==> config.mk <==
export PLATFORM = sky130hd
export DESIGN_NAME = wrap_burst_agu
export DESIGN_NICKNAME = d
export VERILOG_FILES = /design/src/rtl/wrap_pkg.sv /design/src/rtl/wrap_req_check.sv /design/src/rtl/wrap_addr_step.sv /design/src/rtl/wrap_seq_ctrl.sv /design/src/rtl/wrap_burst_agu.sv
export SDC_FILE = /design/constraint.sdc
export NUM_CORES = 1
export LEC_CHECK = 0
export ABC_AREA = 1
export BUFFER_PORTS_ARGS = -buffer_cell sky130_fd_sc_hd__buf_2
export CORE_MARGIN = 4
export CORE_UTILIZATION = 30
export DETAILED_ROUTE_END_ITERATION = 16
export PLACE_DENSITY_LB_ADDON = 0.15
export SKIP_CTS_REPAIR_TIMING = 1
export SLEW_MARGIN = 15
export SYNTH_ARGS = -nofsm -noshare
export SYNTH_HDL_FRONTEND = slang
export SYNTH_SLANG_ARGS = --single-unit
==> constraint.sdc <==
create_clock -name clk -period 4.39 [get_ports clk]
set_input_delay 0.878 -clock clk [delete_from_list [all_inputs] [get_ports clk]]
set_output_delay 0.878 -clock clk [all_outputs]
set_load 0.02 [all_outputs]
==> src/rtl/wrap_pkg.sv <==
package wrap_pkg;
    localparam int ADDR_W = 32;
    localparam int SIZE_W = 3;
    localparam int LEN_W  = 5;
    localparam int LOG_W  = 3;
    localparam int SHIFT_W = 4;
    localparam int CNT_W  = 4;

    typedef logic [ADDR_W-1:0] addr_t;

    typedef struct packed {
        addr_t base;
        addr_t mask;
        addr_t step;
    } window_t;

    typedef enum logic {
        ST_IDLE = 1'b0,
        ST_RUN  = 1'b1
    } state_e;

    // log2 of a supported beat count; zero marks an unsupported count
    function automatic logic [LOG_W-1:0] len_log2(input logic [LEN_W-1:0] len);
        logic [LOG_W-1:0] r;
        r = '0;
        for (int i = 1; i <= 4; i++) begin
            if (len == LEN_W'(1 << i)) r = LOG_W'(i);
        end
        return r;
    endfunction
endpackage

==> src/rtl/wrap_req_check.sv <==
module wrap_req_check
    import wrap_pkg::*;
(
    input  addr_t               addr_i,
    input  logic [SIZE_W-1:0]   size_i,
    input  logic [LEN_W-1:0]    len_i,
    output logic                ok_o,
    output logic                bad_len_o,
    output logic                misaligned_o,
    output window_t             win_o
);
    logic [LOG_W-1:0]   lg;
    logic [SHIFT_W-1:0] tot_shift;
    addr_t              beat_mask;

    always_comb begin
        lg           = len_log2(len_i);
        bad_len_o    = (lg == '0);
        beat_mask    = (addr_t'(1) << size_i) - addr_t'(1);
        misaligned_o = |(addr_i & beat_mask);
        ok_o         = !bad_len_o && !misaligned_o;
        tot_shift    = SHIFT_W'(size_i) + SHIFT_W'(lg);
        win_o.step   = addr_t'(1) << size_i;
        win_o.mask   = (addr_t'(1) << tot_shift) - addr_t'(1);
        win_o.base   = addr_i & ~win_o.mask;
    end
endmodule

==> src/rtl/wrap_addr_step.sv <==
module wrap_addr_step
    import wrap_pkg::*;
(
    input  addr_t   cur_i,
    input  window_t win_i,
    output addr_t   nxt_o
);
    logic [ADDR_W:0] sum;
    logic [ADDR_W:0] top;

    always_comb begin
        sum   = {1'b0, cur_i} + {1'b0, win_i.step};
        top   = {1'b0, win_i.base | win_i.mask};
        nxt_o = (sum > top) ? win_i.base : sum[ADDR_W-1:0];
    end
endmodule

==> src/rtl/wrap_seq_ctrl.sv <==
module wrap_seq_ctrl
    import wrap_pkg::*;
(
    input  logic             clk,
    input  logic             rst,
    input  logic             start_i,
    input  logic             req_ok_i,
    input  window_t          win_i,
    input  addr_t            start_addr_i,
    input  logic [LEN_W-1:0] len_i,
    input  addr_t            nxt_i,
    input  logic             ready_i,
    output logic             valid_o,
    output addr_t            addr_o,
    output logic             last_o,
    output window_t          win_o
);
    state_e             state_q;
    addr_t              addr_q;
    window_t            win_q;
    logic [CNT_W-1:0]   beat_q;
    logic [CNT_W-1:0]   final_q;
    logic               launch;
    logic               fire;

    assign launch = (state_q == ST_IDLE) && start_i && req_ok_i;
    assign fire   = (state_q == ST_RUN) && ready_i;

    always_ff @(posedge clk) begin
        if (rst) begin
            state_q <= ST_IDLE;
            addr_q  <= '0;
            win_q   <= '0;
            beat_q  <= '0;
            final_q <= '0;
        end else if (launch) begin
            state_q <= ST_RUN;
            addr_q  <= start_addr_i;
            win_q   <= win_i;
            beat_q  <= '0;
            final_q <= CNT_W'(len_i - LEN_W'(1));
        end else if (fire) begin
            if (beat_q == final_q) begin
                state_q <= ST_IDLE;
            end else begin
                addr_q <= nxt_i;
                beat_q <= beat_q + CNT_W'(1);
            end
        end
    end

    assign valid_o = (state_q == ST_RUN);
    assign addr_o  = addr_q;
    assign last_o  = valid_o && (beat_q == final_q);
    assign win_o   = win_q;

    assert_hold_R3: assert property (@(posedge clk) disable iff (rst)
        valid_o && !ready_i |=> valid_o && $stable(addr_o) && $stable(last_o));

    assert_step_R4: assert property (@(posedge clk) disable iff (rst)
        valid_o && ready_i && !last_o |=>
            (addr_o == $past(addr_o) + $past(win_q.step)) || (addr_o == win_q.base));

    assert_in_window_R5: assert property (@(posedge clk) disable iff (rst)
        valid_o |-> ((addr_o & ~win_q.mask) == win_q.base)
                 && ((addr_o & (win_q.step - addr_t'(1))) == '0));

    assert_done_R6: assert property (@(posedge clk) disable iff (rst)
        valid_o && ready_i && last_o |=> !valid_o);
endmodule

==> src/rtl/wrap_burst_agu.sv <==
module wrap_burst_agu
    import wrap_pkg::*;
(
    input  logic              clk,
    input  logic              rst,
    input  logic              start_i,
    input  logic [31:0]       start_addr_i,
    input  logic [2:0]        beat_size_i,
    input  logic [4:0]        burst_len_i,
    output logic              illegal_o,
    output logic              addr_valid_o,
    input  logic              addr_ready_i,
    output logic [31:0]       addr_o,
    output logic              addr_last_o
);
    logic    req_ok;
    logic    bad_len;
    logic    misaligned;
    window_t req_win;
    window_t run_win;
    addr_t   nxt_addr;

    wrap_req_check u_check (
        .addr_i       (start_addr_i),
        .size_i       (beat_size_i),
        .len_i        (burst_len_i),
        .ok_o         (req_ok),
        .bad_len_o    (bad_len),
        .misaligned_o (misaligned),
        .win_o        (req_win)
    );

    wrap_addr_step u_step (
        .cur_i (addr_o),
        .win_i (run_win),
        .nxt_o (nxt_addr)
    );

    wrap_seq_ctrl u_ctrl (
        .clk          (clk),
        .rst          (rst),
        .start_i      (start_i),
        .req_ok_i     (req_ok),
        .win_i        (req_win),
        .start_addr_i (start_addr_i),
        .len_i        (burst_len_i),
        .nxt_i        (nxt_addr),
        .ready_i      (addr_ready_i),
        .valid_o      (addr_valid_o),
        .addr_o       (addr_o),
        .last_o       (addr_last_o),
        .win_o        (run_win)
    );

    assign illegal_o = start_i && !addr_valid_o && !req_ok;

    // a refused request never produces an address
    assert_refused_idle_R7: assert property (@(posedge clk) disable iff (rst)
        illegal_o |=> !addr_valid_o);

    // an unsupported count seen while idle must be flagged
    assert_len_flag_R8: assert property (@(posedge clk) disable iff (rst)
        start_i && !addr_valid_o && bad_len |-> illegal_o);

    // a strobe during a burst is never flagged
    assert_busy_quiet_R9: assert property (@(posedge clk) disable iff (rst)
        addr_valid_o |-> !illegal_o);

    // the outputs are quiet in the cycle after reset
    assert_reset_R1: assert property (@(posedge clk)
        $past(rst) |-> !addr_valid_o && !addr_last_o);
endmodule

# Yosys cells after proc, flatten, opt, wreduce, memory -nomap -nowiden
# Cells that the tools add are included.
[word_totals]
register_bits = 137
inputBits = 44
output_inout_bits = 35
elab_cells = 58
[classes]
add_sub_neg = 6
magnitude_cmp = 1
eq_ne = 6
shift = 2
muxes = 11
bitwise = 6
n_reduce_logical = 19
[ops]
columns = ["cell", "count"]
rows = [
  ["32-bit 2-to-1 mux", 4],
  ["32-bit AND", 2],
  ["32-bit by 1-bit subtractor with 32-bit output (second input constant)", 2],
  ["32-bit by 32-bit adder with 33-bit output", 1],
  ["33-bit by 32-bit greater-than comparator with 1-bit output", 1],
  ["32-bit inverter", 1],
  ["32-bit bitwise OR", 1],
  ["32-bit OR reduction", 1],
  ["1-bit by 3-bit left shift with 32-bit output (first input constant)", 1],
  ["1-bit by 4-bit left shift with 32-bit output (first input constant)", 1],
  ["1-bit logical AND", 7],
  ["2-bit AND reduction", 3],
  ["5-bit by 2-bit equality test with 1-bit output (second input constant)", 1],
  ["5-bit by 3-bit equality test with 1-bit output (second input constant)", 1],
  ["5-bit by 4-bit equality test with 1-bit output (second input constant)", 1],
  ["5-bit equality test (second input constant)", 1],
  ["3-bit by 3-bit adder with 4-bit output", 1],
  ["4-bit by 1-bit adder with 4-bit output (second input constant)", 1],
  ["4-bit equality test", 1],
  ["1-bit zero test", 4],
  ["1-bit 2-to-1 mux", 4],
  ["2-bit 2-to-1 mux", 2],
  ["2-bit nonzero test", 2],
  ["4-bit by 1-bit subtractor with 4-bit output (second input constant)", 1],
  ["5 further kinds", 6],
]

# Depth between registers and ports, before layout
# Gate-level depths: netlist (run 1).
[depth]
depth_word = 11
ltp_mapped = 27
ltp_nobuf = 26

# By module
# A second synthesis (run 1) with hierarchy kept.
[unflattened]
cells_unflattened = 1654
area_unflattened_um2 = 10402.5
[by_module_without_submodules]
columns = ["mod", "instances", "cells_per_inst", "area_each_um2", "seq_area_each_um2"]
rows = [
  ["wrap_seq_ctrl", 1, 807, 5778.0, 2742.6],
  ["wrap_addr_step", 1, 622, 3398.3, 0.0],
  ["wrap_req_check", 1, 222, 1212.4, 0.0],
  ["wrap_burst_agu", 1, 3, 13.8, 0.0],
]

# Worst setup path after synthesis (run 1)
# Ideal clock, no wire load.
[synth_timing]
path_type = "in2reg"
from = "input port burst_len_i[0]"
to = "register u_ctrl.win_q, in the netlist u_ctrl.win_o[74]"
setup_ns = 0.115
t_arrival_ns = 3.583
required_time_ns = 4.275
slack_ns = 0.691
stages = 19
n_path_buf = 0
cell_sequence = "inv_1 ha_1 nand4_1 nand2_1 ha_1 fa_1 nor2_1 inv_1 nor2_1 inv_1 nor2_1 inv_1 ha_1 nand2_1 inv_1 nand2_1 a21oi_1 or2_0 and3_1"
[synth_between]
elab_chain_cells = 10
word_cells_on_any_way = 17
classes_between = "2 x add/sub; 4 x eq/ne; 1 x shift; 4 x mux; 2 x bitwise; 4 x reduce/logical"
[synth_rtl]
columns = ["item", "line_no", "source"]
rows = [
  ["start, declared", "wrap_burst_agu.sv:9", "input logic [4:0] burst_len_i,"],
  ["5-bit by 2-bit equality test with 1-bit output", "wrap_pkg.sv:27", "if (len == LEN_W'(1 << i)) r = LOG_W'(i);"],
  ["1-bit 2-to-1 mux", "wrap_pkg.sv:27", ""],
  ["2-bit 2-to-1 mux (2 in series)", "wrap_pkg.sv:27", ""],
  ["3-bit 2-to-1 mux *", "wrap_pkg.sv:27", ""],
  ["3-bit by 3-bit adder with 4-bit output", "wrap_req_check.sv:22", "tot_shift = SHIFT_W'(size_i) + SHIFT_W'(lg);"],
  ["1-bit by 4-bit left shift with 32-bit output", "wrap_req_check.sv:24", "win_o.mask = (addr_t'(1) << tot_shift) - addr_t'(1);"],
  ["32-bit by 1-bit subtractor with 32-bit output", "wrap_req_check.sv:24", ""],
  ["32-bit inverter", "wrap_req_check.sv:25", "win_o.base = addr_i & ~win_o.mask;"],
  ["32-bit AND", "wrap_req_check.sv:25", ""],
  ["end signal, assigned", "wrap_seq_ctrl.sv:39", "win_q <= win_i;"],
  ["end, declared", "wrap_seq_ctrl.sv:20", "window_t win_q;"],
]
# Mark *: on every way between the ends. The rest lies on a longest branch, timed or not.
# A chain may end at the register's enable or synchronous reset.

# Worst setup path in the final report (run 1)
[layout_timing]
from = "register u_ctrl.addr_q[0] (netlist: u_ctrl.addr_o[0])"
to = "register u_ctrl.addr_q[10] (netlist: u_ctrl.addr_o[10])"
[layout_between]
elab_chain_cells = 6
[layout_rtl]
columns = ["item", "line_no", "source"]
rows = [
  ["start, declared", "wrap_seq_ctrl.sv:19", "addr_t addr_q;"],
  ["start signal, assigned", "wrap_seq_ctrl.sv:38", "addr_q <= start_addr_i;"],
  ["start signal, assigned", "wrap_seq_ctrl.sv:46", "addr_q <= nxt_i;"],
  ["32-bit by 32-bit adder with 33-bit output *", "wrap_addr_step.sv:12", "sum = {1'b0, cur_i} + {1'b0, win_i.step};"],
  ["33-bit by 32-bit greater-than comparator with 1-bit output", "wrap_addr_step.sv:14", "nxt_o = (sum > top) ? win_i.base : sum[ADDR_W-1:0];"],
  ["32-bit 2-to-1 mux *", "wrap_addr_step.sv:14", ""],
  ["32-bit 2-to-1 mux *", "wrap_seq_ctrl.sv:43", "if (beat_q == final_q) begin"],
  ["32-bit 2-to-1 mux *", "wrap_seq_ctrl.sv:42", "end else if (fire) begin"],
  ["32-bit 2-to-1 mux *", "wrap_seq_ctrl.sv:36", "end else if (launch) begin"],
]
# Mark *: on every way between the ends. The rest lies on a longest branch, timed or not. The select of a mux whose other input is x is not followed.

==> results.txt, run 1 <==
Synth top area share: 30.1%
routability congestion estimate: 0.890
drt pass-1 iters: 5
cell count of the worst hold path: 2
CP Capture Type: flip-flop
flop-to-flop setup slack: 0.45 ns
Setup Total Neg Slack: 0 ns
largest net degree at the start of global routing: 41
part of the cycle the worst path needs: 89.7%
CP required: 4.62 ns
worst setup margin: 0.454 ns
vias per cell: 4.83
GR Overflow Total: 0
synth warn: 0
reg2reg path depth: 24
Fin. Hold Viols: 0
CTS max path bufs: 2
RR Endpoint: u_ctrl.addr_o[10]
Max-cap violations: 0
CP Class: flip-flop to flip-flop
DIE AREA: 27400 um^2
synthesized net count: 1239
count leader, synth: nand2_1
Port Buf Inserts: 78
CTS Root Cell: clkbuf_16
GRT Resource Usage Total: 20.0%
syn avg cell area: 6.51 um^2
first-pass GRT wire length: 41700 um
pre-CTS setup slack: 0.240 ns
worst-margin pin slew: 0.899 ns
unrepaired setup endpoints after global routing: no
Fin Hold WS: 0.429 ns
Rel. slew slack: 39.7%
drt wl/cell: 17.4 um
Die Wd: 165 um
area growth from synthesis to layout: 13.8%
Post-Syn Area: 7440 um^2
Setup crit start kind: flip-flop
Peak VDD IR: 184 uV
Hold Crit Class: flip-flop to flip-flop
Top FF cell, synth: dfxtp_1
Post-synth top cells: nand2_1, inv_1, nand3_1
layout cell share with drive strength beyond 1: 11.1%
Reg clk slew, reported paths: 0.08 ns
Final ANT Viol Nets: 0
ant diodes: 0
Arr. time, crit path: 4.17 ns
top cells by area, synth: dfxtp_1, nand2_1, nand3_1
WHS Endpoint: u_ctrl.win_o[61]
H-tree depth: 3
Async S/R FF share, synth: 0%
max-slew violation count: 0
start of the worst register-to-register path: u_ctrl.addr_o[0]
io pins: 79
status: completed
Leak: 4.09 nW
DRT iter0 DRCs: 503
crit-path max FO: 13
power density over cell area: 265 nW/um^2
CTS tree: yes
register area share after synthesis: 30.1%
Max Freq: 254 MHz
DP HPWL: 20500 um
Post-synth EDFFs: 0
hold path start: u_ctrl.win_o[61]
Clk Latency, worst-skew pair: 0.37 ns
# setup viols final: 0
Core ar.: 24400 um^2
clock sinks: 112
number of nets in the final layout: 1304
vias in the first global route: 7279
total power: 2.25 mW
DIE HEIGHT: 165 um
skew final: 0.0152 ns
Synth Register Bits: 112
vias: 7421
initial antenna violation count: 0
DRT Wirelength: 26700 um
minimum clock period: 3.94 ns
TritonCTS Buffers: 9
Distinct cells, synth: 44
DR DRC count: 0
Post-Synthesis Cells: 1142
Layout Utilization: 34.7%
Initial Util: 30.5%
dominant cell type by area after synthesis: dfxtp_1
Row Count: 57
[how the worst max path moves through the flow]
| stage | from | endpoint | slack, ns | cells past startpoint |
|---|---|---|---|---|
| 2_1_floorplan | burst_len_i[0] | u_ctrl.win_o[74] | 0.69 | 19 |
| 3_3_place_gp | burst_len_i[0] | u_ctrl.win_o[74] | 0.33 | 20 |
| 3_5_place_dp | burst_len_i[0] | u_ctrl.win_o[74] | 0.24 | 20 |
| 4_1_cts | u_ctrl.addr_o[0] | u_ctrl.addr_o[23] | 0.34 | 21 |
| 5_1_grt | u_ctrl.addr_o[5] | u_ctrl.addr_o[14] | 0.07 | 20 |
| 6_report | u_ctrl.addr_o[0] | u_ctrl.addr_o[10] | 0.45 | 24 |
[cell type report]
class	count	area, um^2
fill	2735	15900
timing repair buffer	92	508
clock buffer	10	239
tap	324	405
clock inverter	6	65.1
inverter	186	698
sequential	112	2240
multi-input combinational	806	4310
[placed cells by master (no fill, tap or decap), drive strengths merged, types with 6 or more instances in the layout]
master  count
nor4        6
ha         51
o21ai      53
clkbuf     10
nor2      107
a21oi      62
buf        92
nor3       11
xnor2      12
inv       186
dfxtp     112
o22ai      26
nand4      15
nand3     132
nand2     281
xor2       25
[logic make-up (layout without fill, tap and decap cells)]
logic type,Yosys count,count (layout),synth area share (%)
buffers and inverters,224,294,12.1
AOI/OAI and AO/OA,159,159,11.9
DFF,112,112,30.1
and+or+nand+nor,557,557,32.4
xor gates and xnor gates,37,37,4.36
adders and majority gates,53,53,9.12
[state kept, by name, indices dropped and copies added (netlist names)]
name,cells
u_ctrl.addr_o,32
u_ctrl.beat_q,4
u_ctrl.final_q,4
u_ctrl.valid_o,1
u_ctrl.win_o,71
[worst max-delay path, stage by stage, from the launching register on]
cell	delay, ns
dfxtp_1	0.34
ha_1	0.29
fa_1	0.41
nand2_1	0.08
inv_2	0.04
nor2_1	0.16
o21bai_4	0.09
nand2_1	0.08
nand2_2	0.14
nand2_1	0.11
xor2_1	0.21
inv_1	0.11
ha_1	0.34
nand2_1	0.08
o21ai_0	0.21
a21oi_1	0.10
nand2_1	0.08
nand2_1	0.05
nand2_1	0.05
nand2_1	0.08
nand2_4	0.21
buf_4	0.27
nand3_1	0.11
nand3_1	0.10
a21oi_1	0.06
[routing by layer]
layer	up-vias	GRT usage, %	wire length (um)
li1	3811	-	-
met2	132	32.5	12000
met5	-	0	0
met4	0	4.95	427
met3	23	2.56	1150
met1	3455	28.2	13200
[report_power, final]
part           internal, mW  switching (mW)
Combinational         0.105           0.236
Clock                 0.462           0.425
Sequential             1.02         0.00249
Total                  1.58           0.663
[metrics by stage]
stage,cell area (um^2),cells
2_1_floorplan,7440,1142
3_3_place_gp,8150,1520
3_5_place_dp,8150,1520
4_1_cts,8450,1536
5_1_grt,8470,1536
6_report,8470,1536
(Power assumes the default switching activity.)
==> run 2: changes to the inputs <==
--- a/config.mk
+++ b/config.mk
@@ -10,7 +10,7 @@
 export CORE_MARGIN = 4
 export CORE_UTILIZATION = 30
 export DETAILED_ROUTE_END_ITERATION = 16
-export PLACE_DENSITY_LB_ADDON = 0.15
+export SETUP_SLACK_MARGIN = 0.4
 export SKIP_CTS_REPAIR_TIMING = 1
 export SLEW_MARGIN = 15
 export SYNTH_ARGS = -nofsm -noshare
==> run 2 against run 1 <==
Effect of this change:
- non-clock buffer count up 10
- hold slack got worse by 0.0034 ns
- largest cell class unchanged
- sequential cell count unchanged
- design area is 1.8% higher
- cell count increased by 0.65%
- sequential power about the same
- total power fell by 1.8%
- worst setup slack better by 0.16 ns
- core utilization increased by 0.62 points
- global-route usage fell by 1.5 points
- clock power down 5.9%
- largest power group unchanged
==> results.txt, run 2 (synthesis results as in run 1) <==
Reg clk slew, reported paths: 0.08 ns (about the same)
drt wl/cell: 16.5 um (was 17.4 um)
Core ar.: 24400 um^2 (unchanged)
max-slew violation count: 0 (unchanged)
worst-margin pin slew: 0.928 ns (was 0.899 ns)
Final ANT Viol Nets: 0 (unchanged)
DR WL met3: 1350 um (was 1150 um)
commonest non-fill, non-tap cell in the layout: nand2_1 (unchanged)
Max-cap violations: 0 (unchanged)
start of the worst register-to-register path: u_ctrl.addr_o[0] (unchanged)
first-pass GRT wire length: 39500 um (was 41700 um)
commonest cells after routing, fill and taps aside: nand2_1, inv_1, nand3_1 (unchanged)
DIE AREA: 27400 um^2 (unchanged)
H-tree depth: 3 (unchanged)
reg2reg path depth: 25 (was 24)
largest net degree at the start of global routing: 38 (was 41)
cell count of the worst hold path: 2 (unchanged)
CTS max path bufs: 2 (unchanged)
Peak VDD IR: 216 uV (was 184 uV)
Row Count: 57 (unchanged)
ant diodes: 0 (unchanged)
CTS tree: yes (unchanged)
crit-path max FO: 19 (was 13)
area growth from synthesis to layout: 15.8% (was 13.8%)
CP Class: flip-flop to flip-flop (unchanged)
DRT iter0 DRCs: 460 (was 503)
RR Endpoint: u_ctrl.addr_o[18] (was u_ctrl.addr_o[10])
GRT Resource Usage Total: 18.5% (was 20.0%)
FILL cells: 2687 (was 2735)
Setup crit start kind: flip-flop (unchanged)
status: completed (unchanged)
drt pass-1 iters: 8 (was 5)
Arr. time, crit path: 3.99 ns (was 4.17 ns)
routed metal-1 wirelength: 11900 um (was 13200 um)
flop-to-flop setup slack: 0.62 ns (was 0.45 ns)
Rel. slew slack: 37.7% (was 39.7%)
Hold Crit Class: flip-flop to flip-flop (unchanged)
TritonCTS Buffers: 9 (unchanged)
pre-CTS setup slack: 0.236 ns (was 0.240 ns)
DIE HEIGHT: 165 um (unchanged)
total power: 2.21 mW (was 2.25 mW)
Initial Util: 30.5% (unchanged)
DR DRC count: 0 (unchanged)
hold path start: u_ctrl.win_o[55] (was u_ctrl.win_o[61])
Die Wd: 165 um (unchanged)
WHS Endpoint: u_ctrl.win_o[55] (was u_ctrl.win_o[61])
vias: 7621 (was 7421)
io pins: 79 (unchanged)
Port Buf Inserts: 78 (unchanged)
clock sinks: 112 (unchanged)
vias per cell: 4.93 (was 4.83)
Setup Total Neg Slack: 0 ns (unchanged)
CTS Root Cell: clkbuf_16 (unchanged)
unrepaired setup endpoints after global routing: no (unchanged)
part of the cycle the worst path needs: 85.9% (was 89.7%)
Fin. Hold Viols: 0 (unchanged)
DRT Wirelength: 25500 um (was 26700 um)
Leak: 4.16 nW (was 4.09 nW)
skew final: 0.0190 ns (was 0.0152 ns)
CP Capture Type: flip-flop (unchanged)
Layout Utilization: 35.3% (was 34.7%)
routability congestion estimate: 0.960 (was 0.890)
initial antenna violation count: 2 (was 0)
power density over cell area: 256 nW/um^2 (was 265 nW/um^2)
CP required: 4.61 ns (was 4.62 ns)
worst setup margin: 0.619 ns (was 0.454 ns)
Max Freq: 265 MHz (was 254 MHz)
layout cell share with drive strength beyond 1: 13.2% (was 11.1%)
met2 wire len: 11600 um (was 12000 um)
DP HPWL: 19500 um (was 20500 um)
max reg flops: 71 (unchanged)
Top Layer Used: met5 (was met4)
# setup viols final: 0 (unchanged)
vias in the first global route: 7330 (was 7279)
minimum clock period: 3.77 ns (was 3.94 ns)
number of nets in the final layout: 1314 (was 1304)
GR Overflow Total: 0 (unchanged)
Clk Latency, worst-skew pair: 0.37 ns (about the same)
run 2: cell types whose count changed in the layout (fill, tap and decap cells not counted), sizes merged:
cell | before | now
clkinvlp | 1 | 0
buf | 92 | 102
clkbuf | 10 | 9
inv | 186 | 189
bufinv | 1 | 0
run 2: critical path: stages, from the launching register on:
cell      delay (ns)
dfxtp_1         0.33
ha_2            0.25
fa_1            0.40
nand2_1         0.09
inv_2           0.04
nor2_1          0.17
o21bai_4        0.09
nand2_1         0.10
nand2_4         0.11
nand2_1         0.13
xor2_2          0.18
inv_1           0.08
ha_1            0.33
a21oi_1         0.16
o21ai_0         0.12
a21oi_1         0.15
nand2_1         0.09
nand2_1         0.06
nand2_1         0.04
nand2_1         0.10
nand2_4         0.12
nand2_4         0.11
buf_12          0.16
nand2_1         0.07
nand3_1         0.07
a21oi_1         0.08
run 2: layer usage:
| metal | track usage [%] | vias up |
|---|---|---|
| met4 | 5.62 | 4 |
| met1 | 25.7 | 3542 |
| met2 | 30.0 | 215 |
| met3 | 2.51 | 39 |
| li1 | - | 3821 |
| met5 | 0 | - |
run 2: worst max-delay path by stage:
stage / startpoint / end / slack (ns) / cells after the start
after CTS: u_ctrl.addr_o[0] / u_ctrl.addr_o[18] / 0.51 / 25
after global placement: burst_len_i[0] / u_ctrl.win_o[74] / 0.33 / 20
after floorplan: burst_len_i[0] / u_ctrl.win_o[74] / 0.69 / 19
final: u_ctrl.addr_o[0] / u_ctrl.addr_o[18] / 0.62 / 25
after global routing: u_ctrl.addr_o[6] / u_ctrl.addr_o[18] / 0.40 / 22
after detailed placement: burst_len_i[0] / u_ctrl.win_o[82] / 0.24 / 17
run 2: per-stage QoR:
step	hold slack (ns)	std cells	cell area (um^2)
global placement	0.416	1529	8230
floorplan	0.408	1142	7440
finish	0.426	1546	8620
global route	0.454	1546	8620
detailed placement	0.420	1529	8230
CTS	0.431	1545	8520
run 2: area by class of cell:
type                    count  area (um^2)  share of cell area [%]
multi-input cells         806         4390                    50.9
flip-flops and latches    112         2240                    26.0
inverters                 186          698                    8.10
repair buffers            102          599                    6.96
well taps                 324          405                    4.71
clock buffers               9          225                    2.61
clock inverters             7         60.1                   0.697
run 2: power by group:
part / total [mW] / leakage (nW) / switching, mW / internal [mW]
sequential: 1.02 / 0.902 / 0.00230 / 1.02
combinational: 0.352 / 3.12 / 0.231 / 0.122
clock: 0.835 / 0.143 / 0.436 / 0.399
